File: config.mk
export PLATFORM = sky130hd
export DESIGN_NAME = prio_irq_ctrl
export DESIGN_NICKNAME = d
export VERILOG_FILES = /design/src/rtl/irq_pkg.sv /design/src/rtl/irq_flag_bank.sv /design/src/rtl/irq_prio_pick.sv /design/src/rtl/prio_irq_ctrl.sv
export SDC_FILE = /design/constraint.sdc
export NUM_CORES = 1
export LEC_CHECK = 0
export ABC_AREA = 1
export BUFFER_PORTS_ARGS = -buffer_cell sky130_fd_sc_hd__buf_2
export CORE_UTILIZATION = 40
export CTS_CLUSTER_DIAMETER = 60
export DETAILED_ROUTE_END_ITERATION = 12
export PLACE_DENSITY = 0.66
export SLEW_MARGIN = 20
export SYNTH_ARGS = -nofsm -noshare
export SYNTH_HDL_FRONTEND = slang
export SYNTH_HIERARCHICAL = 1
export SYNTH_SLANG_ARGS = --single-unit
File: constraint.sdc
create_clock -name clk -period 1.3 [get_ports clk]
set_input_delay 0.195 -clock clk [delete_from_list [all_inputs] [get_ports clk]]
set_output_delay 0.195 -clock clk [all_outputs]
set_load 0.01 [all_outputs]
File: src/rtl/irq_pkg.sv
package irq_pkg;
    localparam int REG_ADDR_W = 2;
    localparam int REG_DATA_W = 8;

    localparam logic [REG_ADDR_W-1:0] ADDR_EXT_EN   = 2'd0;
    localparam logic [REG_ADDR_W-1:0] ADDR_SRC_MASK = 2'd1;
    localparam logic [REG_ADDR_W-1:0] ADDR_FLAGS    = 2'd2;
    localparam logic [REG_ADDR_W-1:0] ADDR_CTRL     = 2'd3;

    localparam int EXT_EN_BIT = 6;
    localparam int GIE_BIT    = 0;
endpackage

File: src/rtl/irq_flag_bank.sv
module irq_flag_bank #(
    parameter int N = 4
) (
    input  logic         clk,
    input  logic         rst_n,
    input  logic [N-1:0] set_i,
    input  logic [N-1:0] w1c_i,
    input  logic [N-1:0] hwclr_i,
    output logic [N-1:0] flags_o
);
    typedef struct packed {
        logic [N-1:0] flags;
    } bank_t;

    bank_t st_d, st_q;

    always_comb begin
        st_d = st_q;
        // a new event beats any same-cycle clear
        st_d.flags = (st_q.flags & ~(w1c_i | hwclr_i)) | set_i;
    end

    always_ff @(posedge clk or negedge rst_n) begin
        if (!rst_n) st_q <= '0;
        else        st_q <= st_d;
    end

    assign flags_o = st_q.flags;

    for (genvar g = 0; g < N; g++) begin : g_chk
        assert_set_wins_R3: assert property (@(posedge clk) disable iff (!rst_n)
            set_i[g] |=> flags_o[g]);
        assert_hw_clear_R6: assert property (@(posedge clk) disable iff (!rst_n)
            (hwclr_i[g] && !set_i[g]) |=> !flags_o[g]);
    end
endmodule

File: src/rtl/irq_prio_pick.sv
module irq_prio_pick #(
    parameter int N     = 5,
    parameter int IDX_W = 3
) (
    input  logic [N-1:0]     req_i,
    output logic             valid_o,
    output logic [IDX_W-1:0] idx_o
);
    always_comb begin
        valid_o = |req_i;
        idx_o   = '0;
        for (int i = N - 1; i >= 0; i--) begin
            if (req_i[i]) idx_o = IDX_W'(i);
        end
    end
endmodule

File: src/rtl/prio_irq_ctrl.sv
module prio_irq_ctrl
    import irq_pkg::*;
#(
    parameter int NUM_SRC = 4,
    parameter int VEC_W   = $clog2(NUM_SRC + 1)
) (
    input  logic                  clk,
    input  logic                  rst_n,
    input  logic [NUM_SRC-1:0]    src_evt,
    input  logic                  ext_lvl,
    input  logic [REG_ADDR_W-1:0] reg_addr,
    input  logic                  reg_wr,
    input  logic [REG_DATA_W-1:0] reg_wdata,
    output logic [REG_DATA_W-1:0] reg_rdata,
    input  logic                  vec_taken,
    input  logic                  reti,
    output logic                  irq_req,
    output logic [VEC_W-1:0]      irq_vec
);
    localparam int NUM_VEC = NUM_SRC + 1;

    typedef struct packed {
        logic [NUM_SRC-1:0] src_mask;
        logic               ext_en;
        logic               gie;
        logic               active;
        logic [VEC_W-1:0]   vec;
    } ctl_t;

    ctl_t ctl_d, ctl_q;

    logic [NUM_SRC-1:0] flags;
    logic [NUM_SRC-1:0] w1c;
    logic [NUM_SRC-1:0] hwclr;
    logic [NUM_VEC-1:0] pend_en;
    logic               win_valid;
    logic [VEC_W-1:0]   win_idx;
    logic               hold_ok;

    irq_flag_bank #(.N(NUM_SRC)) u_flags (
        .clk     (clk),
        .rst_n   (rst_n),
        .set_i   (src_evt),
        .w1c_i   (w1c),
        .hwclr_i (hwclr),
        .flags_o (flags)
    );

    assign pend_en = {flags & ctl_q.src_mask, ext_lvl & ctl_q.ext_en};

    irq_prio_pick #(.N(NUM_VEC), .IDX_W(VEC_W)) u_pick (
        .req_i   (pend_en),
        .valid_o (win_valid),
        .idx_o   (win_idx)
    );

    always_comb begin
        w1c = '0;
        if (reg_wr && reg_addr == ADDR_FLAGS) w1c = reg_wdata[NUM_SRC-1:0];
        for (int i = 0; i < NUM_SRC; i++) begin
            hwclr[i] = vec_taken && ctl_q.active && (ctl_q.vec == VEC_W'(i + 1));
        end
        hold_ok = 1'b0;
        for (int i = 0; i < NUM_VEC; i++) begin
            if (ctl_q.vec == VEC_W'(i)) hold_ok = pend_en[i];
        end
    end

    always_comb begin
        ctl_d = ctl_q;
        if (reg_wr && reg_addr == ADDR_EXT_EN)   ctl_d.ext_en   = reg_wdata[EXT_EN_BIT];
        if (reg_wr && reg_addr == ADDR_SRC_MASK) ctl_d.src_mask = reg_wdata[NUM_SRC-1:0];

        if (vec_taken)                         ctl_d.gie = 1'b0;
        else if (reti)                         ctl_d.gie = 1'b1;
        else if (reg_wr && reg_addr == ADDR_CTRL) ctl_d.gie = reg_wdata[GIE_BIT];

        if (vec_taken || !ctl_d.gie) begin
            ctl_d.active = 1'b0;
        end else if (ctl_q.active) begin
            // keep the presented vector; drop for a cycle if it vanished
            ctl_d.active = hold_ok;
        end else begin
            ctl_d.active = win_valid;
            if (win_valid) ctl_d.vec = win_idx;
        end
    end

    always_ff @(posedge clk or negedge rst_n) begin
        if (!rst_n) ctl_q <= '0;
        else        ctl_q <= ctl_d;
    end

    always_comb begin
        reg_rdata = '0;
        case (reg_addr)
            ADDR_EXT_EN:   reg_rdata[EXT_EN_BIT]     = ctl_q.ext_en;
            ADDR_SRC_MASK: reg_rdata[NUM_SRC-1:0]    = ctl_q.src_mask;
            ADDR_FLAGS:    reg_rdata[NUM_SRC-1:0]    = flags;
            default:       reg_rdata[GIE_BIT]        = ctl_q.gie;
        endcase
    end

    assign irq_req = ctl_q.active;
    assign irq_vec = ctl_q.vec;

    assert_take_drops_gie_R6: assert property (@(posedge clk) disable iff (!rst_n)
        vec_taken |=> (!ctl_q.gie && !irq_req));
    assert_reti_sets_gie_R7: assert property (@(posedge clk) disable iff (!rst_n)
        (reti && !vec_taken) |=> ctl_q.gie);
    assert_req_needs_gie_R4: assert property (@(posedge clk) disable iff (!rst_n)
        irq_req |-> ctl_q.gie);
    assert_vec_held_R5: assert property (@(posedge clk) disable iff (!rst_n)
        (irq_req && !vec_taken) |=> (!irq_req || $stable(irq_vec)));
endmodule

==> results of run 1 <==
## cell families after synthesis
family	synth area share
compound gates	0.07949
flops	0.3590
simple gates	0.3321
buf+inv	0.1615
fa+ha+maj	0.06410
other cells	0.003842
## worst max-delay path by stage
stage	from	end	slack, ps	cells past startpoint
CTS	ctl_q[5]$_DFFE_PN0P_	irq_vec[2]$_DFFE_PN0P_	10	10
floorplan	ctl_q[5]$_DFFE_PN0P_	irq_vec[2]$_DFFE_PN0P_	130	9
finish	u_flags/flags_o[0]$_DFF_PN0_	reg_rdata[0]	40	3
global route	u_flags/flags_o[0]$_DFF_PN0_	irq_vec[1]$_DFFE_PN0P_	-30	10
global placement	ctl_q[5]$_DFFE_PN0P_	irq_req$_DFF_PN0_	40	9
detailed placement	ctl_q[5]$_DFFE_PN0P_	irq_req$_DFF_PN0_	30	9
## flip-flops by register name (all words and copies together) (netlist names)
name	count
ctl_q	6
u_flags/flags_o	4
irq_req	1
irq_vec	3
## area by class of cell
cell class                      count  area (µm²)
Clock buffer                        4       36.28
Fill cell                         235        1064
Tap cell                           28       35.03
Multi-Input combinational cell    100       483.0
Inverter                           30       112.6
Sequential cell                    14       351.6
Timing Repair Buffer               31       172.7
## where the power goes
part           switching, mW  internal [mW]
sequential            0.0984          0.509
clock                  0.161          0.171
combinational          0.313          0.231
total                  0.572          0.911
## repair_timing
action	4_1_cts	5_1_grt
hold buffers	1	0
hold endpoints to repair	14	0
endpoints found under the setup margin	0	7
resized for setup	0	7
setup buffers	0	2
## layer usage
layer,wire length (µm),share of wire,vias to the layer above
li1,-,-,504
met1,1024,0.48,407
met2,1005,0.47,16
met3,76,0.036,4
met4,29,0.014,0
met5,0,0,-
## cell usage in the layout (no fill, tap or decap), types with 2 or more instances in the layout
cell type,synthesis,final
o21ai_0,5,5
nor2_2,1,2
a21oi_1,6,6
dfrtp_1,14,13
ha_1,5,4
inv_1,29,26
nand2_2,1,2
buf_4,6,5
nor2_1,15,14
nor4_1,3,3
nor3_1,2,2
conb_1,1,3
inv_2,1,4
nand3_1,7,7
clkbuf_4,0,3
nand2_1,48,47
buf_2,0,25
## worst max-delay path, cell delays in order (launching register included)
cell and delay (ps):
dfrtp_1 410, a21oi_1 150, a22oi_1 80, buf_2 140
## metrics by stage
stage,hold WS (ps),util
global route,86.99,0.5283
global placement,115.3,0.4972
detailed placement,115.5,0.4972
floorplan,-100.6,-
CTS,74.03,0.5178
finish,79.87,0.5283
==> flow_summary.toml, run 1 <==
[run_status]
status = "completed"

[layout]
diodes = 0
drive_above_1_share = 0.2570
nNetsFinal = 205
syn_to_final_growth_pct = 22.05
final_cells = 207
final_area_um2 = 1191

[pwr]
p_total_mw = 1.484
powerDensity_nw_per_um2 = 1246
p_leak_nw = 0.7153
vdd_drop_max_uv = 740.9

[yosys]
yosys_warnings = 6
synth_common_cells = "nand2_1, inv_1, nor2_1"
synth_area_um2 = 975.9
synthTopCellsByArea = "dfrtp_1, nand2_1, inv_1"
synthDistinctLibCells = 19
synth_async_sr_flop_share = 1.000
syn_avg_cell_area_um2 = 6.594
synth-seq-area-share = 0.3590
yosysTopAreaCell = "dfrtp_1"
netlist.area_leader.share = 0.3590
synth.most_common_cell = "nand2_1"
netlist_instances = 148
synth_edf_count = 0
synth_ff_type = "dfrtp_1"
synth-seq-cells = 14

[placement]
placed_area_um2 = 1121
hpwl_um = 1674
io_buffer_count = 25
pre_cts_slack_ps = 33.96
dp_cells = 200
routabilityCongestion = 0.7834

[setup_path]
worst_ep_required_time_ps = 1110
arrival_ps = 1070
r2r_end = "irq_req$_DFF_PN0_"
cp_max_fo = 3
rrSetupSlack_ps = 90
r2r_start = "ctl_q[5]$_DFFE_PN0P_"
crit_type = "reg -> out"
ff2ff_path_depth = 9
setup.worst_path.end_class = "output port"
start_kind = "flip-flop"

[floorplan]
die-height_um = 51.40
die-width_um = 51.40
core_area_um2 = 2255
rows = 17
boundaryPins = 32
dieArea_um2 = 2641
start_util = 0.4329

[clocking]
cts_root_buf = "clkbuf_4"
cts_tree = "built"
clock_latency_ps = 290
clockBufferDepth = 2
htreeDepth = 1
cts_buffers = 3
clk_pin_slew_ps = 90
cts_sinks = 14

[sta]
setup_viol = 0
finalSetupTns_ps = 0
final.period_utilization = 0.9693
worst_slack_ps = 39.90
slew_violations = 0
min_period_ps = 1260
fin_skew_ps = 2.467
fmax_mhz = 793.6
hold_viol = 0
rsz0062_at_grt = "yes"

[routing]
first_pass_iters = 4
drc = 0
wl_per_cell_um = 10.32
viasPerCell = 4.498
drtAntennaViolNets = 0
routed-via-count = 931
wirelength_um = 2136
first_iter_violations = 18

[grt]
grt.met2_usage = 0.3160
grt_max_degree = 15
grt_overflow = 0
grt_pass1_wl_um = 3698
grt-busiest-layer = "met2"
antenna_found_initial = 0
first_global_vias = 905
use_met1 = 0.2320
grt_usage = 0.1913
gr-usage-met3 = 0.03869

[worst_hold_path]
min_from = "src_evt[3]"
min_path_cells = 3
min_path_type = "in -> reg"
hold_end = "u_flags/flags_o[3]$_DFF_PN0_"

[flow_run]
cap_violations = 0
No activity file was read; power rests on OpenSTA's default activity.
==> inputs of run 2 (changes only) <==
--- a/config.mk
+++ b/config.mk
@@ -10,7 +10,8 @@
 export CORE_UTILIZATION = 40
 export CTS_CLUSTER_DIAMETER = 60
 export DETAILED_ROUTE_END_ITERATION = 12
-export PLACE_DENSITY = 0.66
+export GPL_TIMING_DRIVEN = 0
+export PLACE_DENSITY = 0.68
 export SLEW_MARGIN = 20
 export SYNTH_ARGS = -nofsm -noshare
 export SYNTH_HDL_FRONTEND = slang
==> constraint.sdc (replaced) <==
create_clock -name clk -period 1.1 [get_ports clk]
set_input_delay 0.165 -clock clk [delete_from_list [all_inputs] [get_ports clk]]
set_output_delay 0.165 -clock clk [all_outputs]
set_load 0.01 [all_outputs]
==> run 2 against run 1 <==
Effect of this change: the flow now finishes with violations (negative setup slack); clock power up 11%; setup slack worse by 140 ps; global-route usage down 0.86 points; die area unchanged; largest cell class unchanged.
==> flow_summary.toml, run 2 (same netlist as run 1, synthesis figures left out) <==
[layout]
diodes = 0
final_area_um2 = 1360
final_common_cell = "nand2_1"
drive_above_1_share = 0.3777
nNetsFinal = 214
utilization = 0.6032
regMostFlops = "ctl_q"
layout_common_cells = "nand2_1, buf_2, inv_1"
largest_reg_flops = 6
syn_to_final_growth_pct = 39.36
final_cells = 216

[routing]
first_iter_violations = 13
wirelength_um = 2315
viasPerCell = 4.653
wl_per_cell_um = 10.72
first_pass_iters = 4
drtAntennaViolNets = 0
drc = 0
routed-via-count = 1005

[sta]
final.period_utilization = 1.087
worst_slack_ps = -95.39
fin_skew_ps = 5.808
finalSetupTns_ps = -846.8
rsz0062_at_grt = "yes"
hold_viol = 0
min_period_ps = 1195
slew_violations = 0
fmax_mhz = 836.5
fin_hold_ws_ps = 54.11
setup_viol = 14

[grt]
grt_pass1_wl_um = 3594
grt_max_degree = 15
first_global_vias = 861
grt_overflow = 0
antenna_found_initial = 0
grt_usage = 0.1827

[clocking]
cts_buffers = 3
cts_sinks = 14
htreeDepth = 1
cts_tree = "built"
clockBufferDepth = 2
clock_latency_ps = 280
clk_pin_slew_ps = 90
cts_root_buf = "clkbuf_4"

[setup_path]
worst_ep_required_time_ps = 1280
cp_max_fo = 8
start_kind = "flip-flop"
timing.critical_path.slowest_cell_delay_ps = 490
ff2ff_path_depth = 5
r2r_start = "irq_vec[2]$_DFFE_PN0P_"
cp_common_cell = "nand2_1"
setup.worst_path.end_class = "flip-flop"
crit_slowest_cell = "dfrtp_2"
crit_type = "reg -> reg"
r2r_end = "u_flags/flags_o[1]$_DFF_PN0_"
arrival_ps = 1380
path_cells = "buf_4, nor4_4, nor2_1, nand2_1, nand2_1"
rrSetupSlack_ps = -100

[placement]
placed_area_um2 = 1146
dp_cells = 203
pre_cts_slack_ps = -128.8
io_buffer_count = 25
routabilityCongestion = 0.8242
hpwl_um = 1621

[floorplan]
rows = 17
die-width_um = 51.40
start_util = 0.4329
dieArea_um2 = 2641
die-height_um = 51.40
core_area_um2 = 2255
boundaryPins = 32

[worst_hold_path]
min_path_cells = 3
min_from = "src_evt[3]"
min_path_type = "in -> reg"
hold_end = "u_flags/flags_o[3]$_DFF_PN0_"

[pwr]
vdd_drop_max_uv = 894.6
p_total_mw = 2.054
p_leak_nw = 0.7700
powerDensity_nw_per_um2 = 1510

[flow_run]
cap_violations = 0

[run_status]
violations = "negative setup slack"
status = "finished, violations left"
[run 2: changes by cell type in the layout (fill, tap and decap cells not counted), moves of 2 or more]
cell     change
buf_4        +6
nor4_4       +2
buf_2        -3
buf_6        +6
inv_1        -5
dfrtp_2      +2
dfrtp_1      -2
inv_2        +5
nor4_1       -2
nor2_1       -3
nor2_4       +3
[run 2: worst max path at each step]
stage,depth (start not counted),start,to
2_1_floorplan,9,ctl_q[5]$_DFFE_PN0P_,irq_vec[2]$_DFFE_PN0P_
3_3_place_gp,9,ctl_q[5]$_DFFE_PN0P_,irq_vec[0]$_DFFE_PN0P_
3_5_place_dp,9,ctl_q[5]$_DFFE_PN0P_,irq_vec[1]$_DFFE_PN0P_
4_1_cts,3,ctl_q[9]$_DFFE_PN0P_,reg_rdata[3]
5_1_grt,7,irq_vec[2]$_DFFE_PN0P_,u_flags/flags_o[3]$_DFF_PN0_
6_report,5,irq_vec[2]$_DFFE_PN0P_,u_flags/flags_o[1]$_DFF_PN0_
[run 2: power breakdown]
| part | switching (mW) | internal [mW] | total [mW] |
|---|---|---|---|
| logic | 0.495 | 0.447 | 0.942 |
| clock network | 0.168 | 0.202 | 0.369 |
| registers | 0.134 | 0.608 | 0.742 |
| total | 0.797 | 1.26 | 2.05 |
[run 2: repair_timing]
action	CTS	global route
hold buffers	1	0
pin swaps	9	6
resized for setup	26	8
buffers inserted	3	5
endpoints found under the hold margin	14	0
endpoints found under the setup margin	14	16
gates cloned	0	0
[run 2: final cells by class]
| type | count | area (µm²) |
|---|---|---|
| buffer | 6 | 56.30 |
| clock buffer | 4 | 36.28 |
| fill | 218 | 894.6 |
| inverter | 30 | 112.6 |
| multi-input combinational | 100 | 551.8 |
| sequential | 14 | 354.1 |
| tap | 28 | 35.03 |
| timing repair buffer | 34 | 214.0 |
[run 2: metal layers]
layer,share of wire,global-route usage,vias up
met1,0.43,0.2214,451
met2,0.51,0.3225,31
li1,-,-,521
met3,0.051,0.05357,2
met4,0.0060,0.02703,0
met5,0,0,-
[run 2: worst max-delay path: cells and delay by family (launching register included)]
family	cells	cell delay, ps
buffers and inverters	1	170
DFF	1	490
and+or+nand+nor	4	440
==> inputs of run 3 (changes only) <==
--- a/config.mk
+++ b/config.mk
@@ -11,6 +11,7 @@
 export CTS_CLUSTER_DIAMETER = 60
 export DETAILED_ROUTE_END_ITERATION = 12
 export GPL_TIMING_DRIVEN = 0
+export MAX_ROUTING_LAYER = met4
 export PLACE_DENSITY = 0.68
 export SLEW_MARGIN = 20
 export SYNTH_ARGS = -nofsm -noshare
==> run 3 against run 2 <==
Effect of this change: the run still ends with negative setup slack left; sequential share of layout area is the same; hold slack lost 2.6 ps; non-clock buffer count is the same; via count shrank 0.70%; first-iteration DRC count shrank 38%; fmax is essentially flat; register-to-register slack is essentially flat; die area is the same; critical endpoint unchanged; largest cell class unchanged.
==> flow_summary.toml, run 3 (same netlist as run 1, synthesis figures left out) <==
[setup_path]
arrival_ps = 1380
start_kind = "flip-flop"
crit_type = "reg -> reg"
cp_max_fo = 8
setup.worst_path.end_class = "flip-flop"
worst_ep_required_time_ps = 1290

[layout]
final_common_cell = "nand2_1"
syn_to_final_growth_pct = 39.36
n_fill_cell = 218
layout_common_cells = "nand2_1, buf_2, inv_1"
nNetsFinal = 214
largest_reg_flops = 6
drive_above_1_share = 0.3777
diodes = 0
regMostFlops = "ctl_q"

[floorplan]
die-height_um = 51.40
die-width_um = 51.40
dieArea_um2 = 2641
core_area_um2 = 2255
start_util = 0.4329
boundaryPins = 32
rows = 17

[routing]
first_pass_iters = 4
wl_met2_um = 1195
drtAntennaViolNets = 0
drc = 0
m1WireLength_um = 1007
wl_met3_um = 93
viasPerCell = 4.620
first_iter_violations = 8
wl_per_cell_um = 10.70
wirelength_um = 2311
routed.top_layer = "met4"
routed-via-count = 998

[placement]
pre_cts_slack_ps = -128.8
routabilityCongestion = 0.8367
io_buffer_count = 25
hpwl_um = 1621

[clocking]
clk_pin_slew_ps = 90
clockBufferDepth = 2
cts_tree = "built"
htreeDepth = 1
cts_sinks = 14
cts_root_buf = "clkbuf_4"
clock_latency_ps = 280
cts_buffers = 3

[pwr]
p_switching_mw = 0.7996
swShare = 0.3889
powerDensity_nw_per_um2 = 1512
clkPwrFrac = 0.181
vdd_drop_max_uv = 905.6
p_comb_frac = 0.458
p_int_mw = 1.257
p_leak_nw = 0.7700
p_seq_frac = 0.361

[run_status]
violations = "negative setup slack"
status = "finished, violations left"

[sta]
fin_skew_ps = 7.915
min_period_ps = 1195
hold_viol = 0
final.period_utilization = 1.086
rsz0062_at_grt = "yes"
finalSetupTns_ps = -856.9
worst_slack_ps = -94.70
slew_violations = 0
fmax_mhz = 837.0
setup_viol = 15

[grt]
first_global_vias = 859
grt_usage = 0.1882
antenna_found_initial = 0
grt_pass1_wl_um = 3601
grt_max_degree = 15
grt_overflow = 0

[worst_hold_path]
min_path_type = "in -> reg"

[flow_run]
cap_violations = 0
## run 3: cell counts in the layout (fill, tap and decap cells not counted)
No cell type changed its count.
## run 3: metrics by stage
stage	utilization	hold slack, ps	cell area [µm²]	total power, mW	instances
3_3_place_gp	0.5083	83.40	1146	1.330	203
5_1_grt	0.6032	46.78	1360	2.196	216
2_1_floorplan	-	-130.6	985.9	1.152	150
4_1_cts	0.5727	47.07	1291	1.947	211
6_report	0.6032	51.51	1360	2.056	216
3_5_place_dp	0.5083	81.19	1146	1.347	203
## run 3: critical path, stage by stage, from the launching register on
cell	delay [ps]
dfrtp_2	490
buf_4	170
nor4_4	250
nor2_1	80
nand2_1	60
nand2_1	50
## run 3: layer usage
metal | up-vias | GRT usage
met4 | 0 | 0.02703
met2 | 24 | 0.3225
met1 | 452 | 0.2232
met3 | 2 | 0.05357
li1 | 520 | -
met5 | - | -
## run 3: worst paths after layout
kind	startpoint	to	slack, ps	cells past startpoint
max	irq_vec[2]$_DFFE_PN0P_	u_flags/flags_o[1]$_DFF_PN0_	-90	5
min	src_evt[3]	u_flags/flags_o[3]$_DFF_PN0_	50	3
max reg2reg	irq_vec[2]$_DFFE_PN0P_	u_flags/flags_o[1]$_DFF_PN0_	-90	5
min reg2reg	u_flags/flags_o[3]$_DFF_PN0_	u_flags/flags_o[3]$_DFF_PN0_	530	2
max in group asynchronous	rst_n	irq_vec[1]$_DFFE_PN0P_	550	2
min in group asynchronous	rst_n	ctl_q[7]$_DFFE_PN0P_	290	2
## run 3: layout make-up
cell class | instances | area [µm²] | area share
inverters | 30 | 112.6 | 0.08280
well taps | 28 | 35.03 | 0.02576
repair buffers | 34 | 214.0 | 0.1573
clock buffers | 4 | 36.28 | 0.02668
flip-flops and latches | 14 | 354.1 | 0.2604
plain buffers | 6 | 56.30 | 0.04140
multi-input cells | 100 | 551.8 | 0.4057
## run 3: repair_timing
item | in CTS | in global routing
endpoints found under the hold margin | 14 | 0
buffers inserted | 3 | 5
hold buffers | 1 | 0
setup endpoints to repair | 14 | 16
pin swaps | 9 | 6
gates cloned | 0 | 0
gates resized for setup | 26 | 8
## run 3: power by group through the flow
stage | clock network (mW) | logic (mW) | registers, mW
after floorplan | 0 | 0.455 | 0.697
after global placement | 0 | 0.607 | 0.723
after detailed placement | 0 | 0.621 | 0.726
after CTS | 0.386 | 0.828 | 0.732
after global routing | 0.406 | 1.03 | 0.757
final | 0.372 | 0.941 | 0.743
